$ cat config.mk
export PLATFORM = sky130hd
export DESIGN_NAME = cfp_flush_ctrl
export DESIGN_NICKNAME = d
export VERILOG_FILES = /design/src/rtl/cfp_pkg.sv /design/src/rtl/cfp_err_pick.sv /design/src/rtl/cfp_flush_token.sv /design/src/rtl/cfp_restart_pc.sv /design/src/rtl/cfp_flush_ctrl.sv
export SDC_FILE = /design/constraint.sdc
export NUM_CORES = 1
export LEC_CHECK = 0
export BUFFER_PORTS_ARGS = -buffer_cell sky130_fd_sc_hd__buf_2
export CORE_MARGIN = 5
export CORE_UTILIZATION = 51
export CTS_CLUSTER_SIZE = 8
export DETAILED_ROUTE_END_ITERATION = 10
export PLACE_DENSITY_LB_ADDON = 0.05
export SYNTH_ARGS = -nofsm -noshare
export SYNTH_HDL_FRONTEND = slang
export SYNTH_SLANG_ARGS = --single-unit
$ cat constraint.sdc
create_clock -name clk -period 7 [get_ports clk]
set_clock_uncertainty 0.05 [all_clocks]
set_input_delay 0.7 -clock clk [delete_from_list [all_inputs] [get_ports clk]]
set_output_delay 0.7 -clock clk [all_outputs]
set_load 0.1 [all_outputs]
$ cat src/rtl/cfp_pkg.sv
package cfp_pkg;
  // Stage numbering of the checked pipeline registers; higher means older.
  typedef enum int unsigned {
    STG_FETCH  = 0,
    STG_DECODE = 1,
    STG_EXEC   = 2,
    STG_MEMORY = 3
  } stage_e;

  // Width of an index able to hold values 0..n-1, at least one bit.
  function automatic int unsigned idx_w(input int unsigned n);
    return (n < 2) ? 1 : $clog2(n);
  endfunction
endpackage

$ cat src/rtl/cfp_err_pick.sv
module cfp_err_pick #(
  parameter int unsigned NERR = 4,
  parameter int unsigned SW   = 2,
  parameter int unsigned FPW  = 3
) (
  input  logic            clk,
  input  logic            rst_n,
  input  logic [NERR-1:0] err_i,
  input  logic            busy_i,
  input  logic [FPW-1:0]  fpos_i,
  output logic            take_o,
  output logic [SW-1:0]   take_idx_o,
  output logic [NERR-1:0] bubble_o
);
  logic [NERR-1:0] elig;

  // An error is eligible when idle, or when it is not younger than the
  // instruction currently under recovery.
  always_comb begin
    for (int j = 0; j < NERR; j++) begin
      elig[j] = err_i[j] && (!busy_i || (j >= int'(fpos_i)));
    end
  end

  // Oldest eligible error wins.
  always_comb begin
    take_o     = 1'b0;
    take_idx_o = '0;
    for (int j = 0; j < NERR; j++) begin
      if (elig[j]) begin
        take_o     = 1'b1;
        take_idx_o = SW'(j);
      end
    end
  end

  always_comb begin
    bubble_o = '0;
    if (take_o) bubble_o[take_idx_o] = 1'b1;
  end

  AST_BUBBLE_ONEHOT: assert property (@(posedge clk) disable iff (!rst_n)
    $onehot0(bubble_o));
  AST_BUBBLE_NEEDS_ERR: assert property (@(posedge clk) disable iff (!rst_n)
    (|bubble_o) |-> (|(bubble_o & err_i)));
endmodule

$ cat src/rtl/cfp_flush_token.sv
module cfp_flush_token #(
  parameter int unsigned NERR = 4,
  parameter int unsigned SW   = 2,
  parameter int unsigned FPW  = 3
) (
  input  logic            clk,
  input  logic            rst_n,
  input  logic            take_i,
  input  logic [SW-1:0]   take_idx_i,
  output logic            busy_o,
  output logic            first_o,
  output logic [SW-1:0]   tid_o,
  output logic [FPW-1:0]  fpos_o,
  output logic [NERR-1:0] squash_o,
  output logic            done_o
);
  localparam logic [FPW-1:0] FPOS_GONE = FPW'(NERR + 1);

  logic           act_q,   act_d;
  logic           first_q, first_d;
  logic [SW-1:0]  tpos_q,  tpos_d;
  logic [SW-1:0]  tid_q,   tid_d;
  logic [FPW-1:0] fpos_q,  fpos_d;
  logic           en;

  assign en = take_i | act_q | first_q;

  always_comb begin
    act_d   = act_q;
    first_d = 1'b0;
    tpos_d  = tpos_q;
    tid_d   = tid_q;
    fpos_d  = fpos_q;
    if (take_i) begin
      act_d   = 1'b1;
      first_d = 1'b1;
      tpos_d  = take_idx_i;
      tid_d   = take_idx_i;
      fpos_d  = FPW'(take_idx_i);
    end else if (act_q) begin
      if (tpos_q == '0) act_d  = 1'b0;
      else              tpos_d = tpos_q - 1'b1;
      if (fpos_q != FPOS_GONE) fpos_d = fpos_q + 1'b1;
    end
  end

  always_ff @(posedge clk or negedge rst_n) begin
    if (!rst_n) begin
      act_q   <= 1'b0;
      first_q <= 1'b0;
      tpos_q  <= '0;
      tid_q   <= '0;
      fpos_q  <= '0;
    end else if (en) begin
      act_q   <= act_d;
      first_q <= first_d;
      tpos_q  <= tpos_d;
      tid_q   <= tid_d;
      fpos_q  <= fpos_d;
    end
  end

  for (genvar g = 0; g < NERR; g++) begin : g_sq
    assign squash_o[g] = act_q && (tpos_q == SW'(g)) && (tid_q > SW'(g));
  end

  assign busy_o  = act_q;
  assign first_o = first_q;
  assign tid_o   = tid_q;
  assign fpos_o  = fpos_q;
  assign done_o  = act_q && (tpos_q == '0);

  AST_SQUASH_ONEHOT: assert property (@(posedge clk) disable iff (!rst_n)
    $onehot0(squash_o));
  AST_NO_SQUASH_FAILING: assert property (@(posedge clk) disable iff (!rst_n)
    act_q |-> !squash_o[tid_q]);
  AST_DONE_ENDS_BUSY: assert property (@(posedge clk) disable iff (!rst_n)
    (done_o && !take_i) |=> !busy_o);
  AST_ID_HELD: assert property (@(posedge clk) disable iff (!rst_n)
    (act_q && !take_i) |=> $stable(tid_o));
  AST_TAKE_STARTS_BUSY: assert property (@(posedge clk) disable iff (!rst_n)
    take_i |=> (busy_o && first_o));
endmodule

$ cat src/rtl/cfp_restart_pc.sv
module cfp_restart_pc #(
  parameter int unsigned NERR       = 4,
  parameter int unsigned SW         = 2,
  parameter int unsigned PCW        = 32,
  parameter int unsigned INSN_BYTES = 4
) (
  input  logic                clk,
  input  logic                rst_n,
  input  logic                take_i,
  input  logic                busy_i,
  input  logic [SW-1:0]       take_idx_i,
  input  logic [NERR*PCW-1:0] pc_flat_i,
  output logic [PCW-1:0]      rpc_o
);
  logic [PCW-1:0] pc_a [NERR];
  logic [PCW-1:0] rpc_q, rpc_d;

  for (genvar g = 0; g < NERR; g++) begin : g_unpack
    assign pc_a[g] = pc_flat_i[g*PCW +: PCW];
  end

  always_comb begin
    rpc_d = pc_a[take_idx_i] + PCW'(INSN_BYTES);
  end

  always_ff @(posedge clk or negedge rst_n) begin
    if (!rst_n)      rpc_q <= '0;
    else if (take_i) rpc_q <= rpc_d;
  end

  assign rpc_o = rpc_q;

  AST_RPC_HELD: assert property (@(posedge clk) disable iff (!rst_n)
    (busy_i && !take_i) |=> $stable(rpc_o));
endmodule

$ cat src/rtl/cfp_flush_ctrl.sv
module cfp_flush_ctrl #(
  parameter int unsigned NERR       = 4,
  parameter int unsigned PCW        = 32,
  parameter int unsigned INSN_BYTES = 4
) (
  input  logic                clk,
  input  logic                rst_n,
  input  logic [NERR-1:0]     err_i,
  input  logic [NERR*PCW-1:0] stage_pc_i,
  output logic [NERR-1:0]     bubble_o,
  output logic [NERR-1:0]     restore_o,
  output logic [NERR-1:0]     squash_o,
  output logic [cfp_pkg::idx_w(NERR)-1:0] flush_id_o,
  output logic                busy_o,
  output logic                redirect_o,
  output logic [PCW-1:0]      redirect_pc_o
);
  localparam int unsigned SW  = cfp_pkg::idx_w(NERR);
  localparam int unsigned FPW = $clog2(NERR + 2);

  logic           take;
  logic [SW-1:0]  take_idx;
  logic           busy, first, done;
  logic [SW-1:0]  tid;
  logic [FPW-1:0] fpos;

  cfp_err_pick #(.NERR(NERR), .SW(SW), .FPW(FPW)) u_pick (
    .clk        (clk),
    .rst_n      (rst_n),
    .err_i      (err_i),
    .busy_i     (busy),
    .fpos_i     (fpos),
    .take_o     (take),
    .take_idx_o (take_idx),
    .bubble_o   (bubble_o)
  );

  cfp_flush_token #(.NERR(NERR), .SW(SW), .FPW(FPW)) u_tok (
    .clk        (clk),
    .rst_n      (rst_n),
    .take_i     (take),
    .take_idx_i (take_idx),
    .busy_o     (busy),
    .first_o    (first),
    .tid_o      (tid),
    .fpos_o     (fpos),
    .squash_o   (squash_o),
    .done_o     (done)
  );

  cfp_restart_pc #(.NERR(NERR), .SW(SW), .PCW(PCW), .INSN_BYTES(INSN_BYTES)) u_rpc (
    .clk        (clk),
    .rst_n      (rst_n),
    .take_i     (take),
    .busy_i     (busy),
    .take_idx_i (take_idx),
    .pc_flat_i  (stage_pc_i),
    .rpc_o      (redirect_pc_o)
  );

  always_comb begin
    restore_o = '0;
    if (first) restore_o[tid] = 1'b1;
  end

  assign flush_id_o = busy ? tid : '0;
  assign busy_o     = busy;
  assign redirect_o = done;

  AST_RESTORE_FOLLOWS: assert property (@(posedge clk) disable iff (!rst_n)
    1'b1 |=> (restore_o == $past(bubble_o)));
  AST_REDIRECT_PULSE: assert property (@(posedge clk) disable iff (!rst_n)
    (redirect_o && !(|bubble_o)) |=> !redirect_o);
  AST_REDIRECT_BUSY: assert property (@(posedge clk) disable iff (!rst_n)
    redirect_o |-> busy_o);
endmodule

==> impl.org <==
** Run status
- Status :: complete, no violations

** Yosys
- Counting flops with an async set or reset pin after synthesis yields a share of 1.000.
- Leading area contributor after synthesis :: dfrtp_1
- Post-synthesis cell area :: 0.003695 mm2
- When the netlist entered floorplanning its net count stood at 581.
- Post-synthesis sequential area ratio :: 0.2777
- Number of enable flip-flop cells after synthesis :: 0
- By area the synthesized netlist is led by dfrtp_1, nor2_1, mux2i_1.
- Post-synthesis cell type count :: 69
- Synthesis inferred 41 register bits.
- Area share of the largest cell type after synthesis :: 0.2777
- Synth warn :: 0
- Post-synthesis cell count :: 439
- In the synthesized netlist the dominant register cell turns out to be dfrtp_1.
- In this run the mean area of a mapped cell was 8.416 um2.

** Placement
- The count of buffers added on input and output ports is 180.
- Global placement routability congestion :: 0.8948
- Detailed Place HPWL :: 9.586 mm
- Summing all placed instances gives a cell area of 0.004473 mm2.
- Cell count after placement :: 684

** Worst setup path
- Data arrival, critical path :: 4.40 ns
- The critical path is of the flop to flop type.
- The endpoint identified for the worst register-to-register timing path is u_rpc.rpc_o[30].
- The startpoint identified for the worst register-to-register timing path is u_tok.fpos_o[0].
- Worst setup slack for register-to-register paths :: 2.77 ns
- Endpoint class of the critical path :: flop
- Critical Path Start Type :: flop
- Along the worst path, the maximum fanout reaches 25.
- WP data required :: 7.17 ns
- Number of cells traversed by the worst register-to-register path :: 12

** Worst hold path
- The worst hold path was traced through 2 stages.
- Classification of the worst-slack hold path :: flop to flop
- Hold Startpoint :: u_rpc.rpc_o[25]
- For hold timing, the worst endpoint is u_rpc.rpc_o[25].

** Floorplanning
- The floorplan step defined a die boundary enclosing 0.009047 mm2.
- The initialized floorplan defines 31 standard-cell rows.
- Measured along the x axis, the die boundary spans 95.12 um.
- The floorplan step defined a core boundary enclosing 0.007137 mm2.
- In this run the count of I/O pins placed on the die edge is 182.
- DIE HEIGHT :: 95.12 um
- Effective utilization at floorplan :: 0.5177

** Cells and area
- Leading cell types in the layout, fill and taps excluded :: buf_2, nor2_1, dfrtp_1
- With fillers left out, the area of the finished cells amounts to 0.004589 mm2.
- Antenna cells :: 0
- At the end of the flow, the number of nets in the layout was 734.
- Post-route insts no fill :: 692
- Leaving out fill and tap cells, the most frequent cell in the layout is buf_2.
- In the final layout, the share of cells above drive strength 1 is 0.3642.
- Compared with the post-synthesis result, the final layout area differs by 24.21%.

** Detailed routing
- For this block, the routed nets add up to 12.50 mm of wire.
- Vias per cell :: 5.871
- After detailed routing, the average wire length per cell comes to 18.07 um.
- Detailed-route via count :: 4063
- The detail route stage leaves a number of antenna-violating nets equal to 0.
- After detailed routing, the number of remaining DRC violations is 0.
- For this run, the detailed router's first-pass iteration total came to 5.
- Initial detailed-routing violation count :: 211

** Clock tree
- The clock net in this run drives a total of 41 sinks.
- Post-CTS timing repair inserted 0 buffers for setup.
- Clock tree from TritonCTS :: built
- Clock buffer count from CTS :: 5
- CTS Buffer Depth :: 2
- Library cell used as clock root buffer :: clkbuf_8
- Hold-fix buffers, CTS :: 0
- After clock tree synthesis, the clock-pin slew on the worst setup and hold paths is 0.09 ns.
- Number of cells upsized or downsized after cts :: 0
- Insertion delay of the later-clocked pin in the worst-skew pair :: 0.30 ns
- In this run the number of H-tree levels came out at 2.

** Timing
- Setup violations remaining at the end of the flow were counted as 0.
- FMAX :: 236.2 MHz
- Summed over all failing endpoints, the final setup total negative slack is 0 ns.
- The hold violation count in the final report was 0.
- For the pin with the worst max-slew slack, the measured transition is 0.9463 ns.
- Setup repair after global routing left no endpoint under its margin.
- Final period demand of the worst path :: 4.234 ns
- The number of max-slew violations in the final report is 0.
- Measured against its own limit, the worst slew margin works out to 0.3653.
- Of the available clock period, the critical path in the final layout requires 0.6049.

** Power and ir drop
- Maximum VDD drop :: 0.4020 mV
- Dividing total power by cell area gives a power density of 595.1 mW/mm2.
- Leakage power total :: 0.002271 uW

** Global route
- Entering global routing, the biggest net connects 42 pins.
- Antenna violations before repair :: 0
- The first global-routing pass estimated 19.27 mm of wire.
- Congestion Overflow GR :: 0
- In the global route stage, overall resource usage came out at 0.2722.
- The via count of the first global-routing pass came to 3931.

** Flow run
- Max-cap violations in this run came to 0.
cell type report:
cell class	instances	area, um2
fill	672	2547
multi-input combinational	354	2381
sequential	41	1026
timing repair buffer	181	908.4
tap	99	123.9
clock buffer	7	86.33
inverter	9	33.78
clock inverter	1	30.03
power by group:
group	switching, uW	leakage, uW	internal, uW
clock network	88.8	0.0000585	116
logic	1620	0.00175	461
registers	90.9	0.000465	359
per-layer routing:
layer  wire length (um)  up-vias  global-route usage  share of wire
li1                   -     1937                   -              -
met1               5020     1893              0.3376           0.40
met2               6160      206              0.4741           0.49
met3               1011       27             0.05130          0.081
met4                310        0             0.08774          0.025
met5                  0        -                   0              0
Yosys cell counts, types with 7 or more instances:
cell type and number:
nor2_1 60, dfrtp_1 41, nand2_1 33, a21oi_1 22, nor3_1 22, mux2i_1 16
a211o_1 15, and2_1 15, and3_1 12, nor4_1 12, buf_6 10, clkbuf_1 10
a31oi_1 9, a32oi_1 9, xnor2_1 9, a211oi_1 8, and4_1 8, ha_1 8
buf_4 7, inv_1 7, nand4_1 7, o31ai_1 7
logic make-up after synthesis:
group                      Yosys count  share of synthesized area
DFF                                 41                     0.2777
adders and majority gates            8                    0.02709
and+or+nand+nor                    202                     0.2973
other                                1                   0.001015
muxes                               18                    0.04944
AOI/OAI and AO/OA                  113                     0.2411
buffers and inverters               44                    0.07789
xor gates and xnor gates            12                    0.02845
sequential cells by signal, indices dropped and copies added (netlist names):
name	cells
u_rpc.rpc_o	32
u_tok.fpos_o	3
u_tok.tid_o	2
u_tok.tpos_q	2
u_tok.busy_o	1
u_tok.first_o	1
worst max path at each step:
stage                               start         endpoint  slack (ns)
after floorplan              u_tok.busy_o      bubble_o[0]        3.01
after global placement           err_i[2]  u_rpc.rpc_o[24]        3.09
after detailed placement  u_tok.fpos_o[0]  u_rpc.rpc_o[30]        2.83
after CTS                 u_tok.fpos_o[0]  u_rpc.rpc_o[30]        2.78
after global routing      u_tok.fpos_o[0]  u_rpc.rpc_o[30]        2.45
final                     u_tok.fpos_o[0]  u_rpc.rpc_o[30]        2.77
metrics by stage:
stage	utilization	total power [uW]	setup slack, ns	hold WS, ns
4_1_cts	0.6431	2731	2.785	0.4356
3_3_place_gp	0.6268	2490	3.091	0.3981
3_5_place_dp	0.6268	2519	2.826	0.4165
6_report	0.6431	2731	2.766	0.4410
2_1_floorplan	-	2186	3.014	0.3544
5_1_grt	0.6431	2871	2.450	0.4573
critical path: stages (launching register included):
cell and delay, ns:
dfrtp_1 0.43, inv_1 0.11, ha_1 0.20, and4b_1 0.54
or2_1 0.80, nor2_1 0.08, o31a_1 0.32, inv_1 0.10
ha_1 0.18, nor3b_2 0.43, and2_1 0.49, a31oi_1 0.18
o31ai_2 0.24
(Power assumes the default switching activity.)
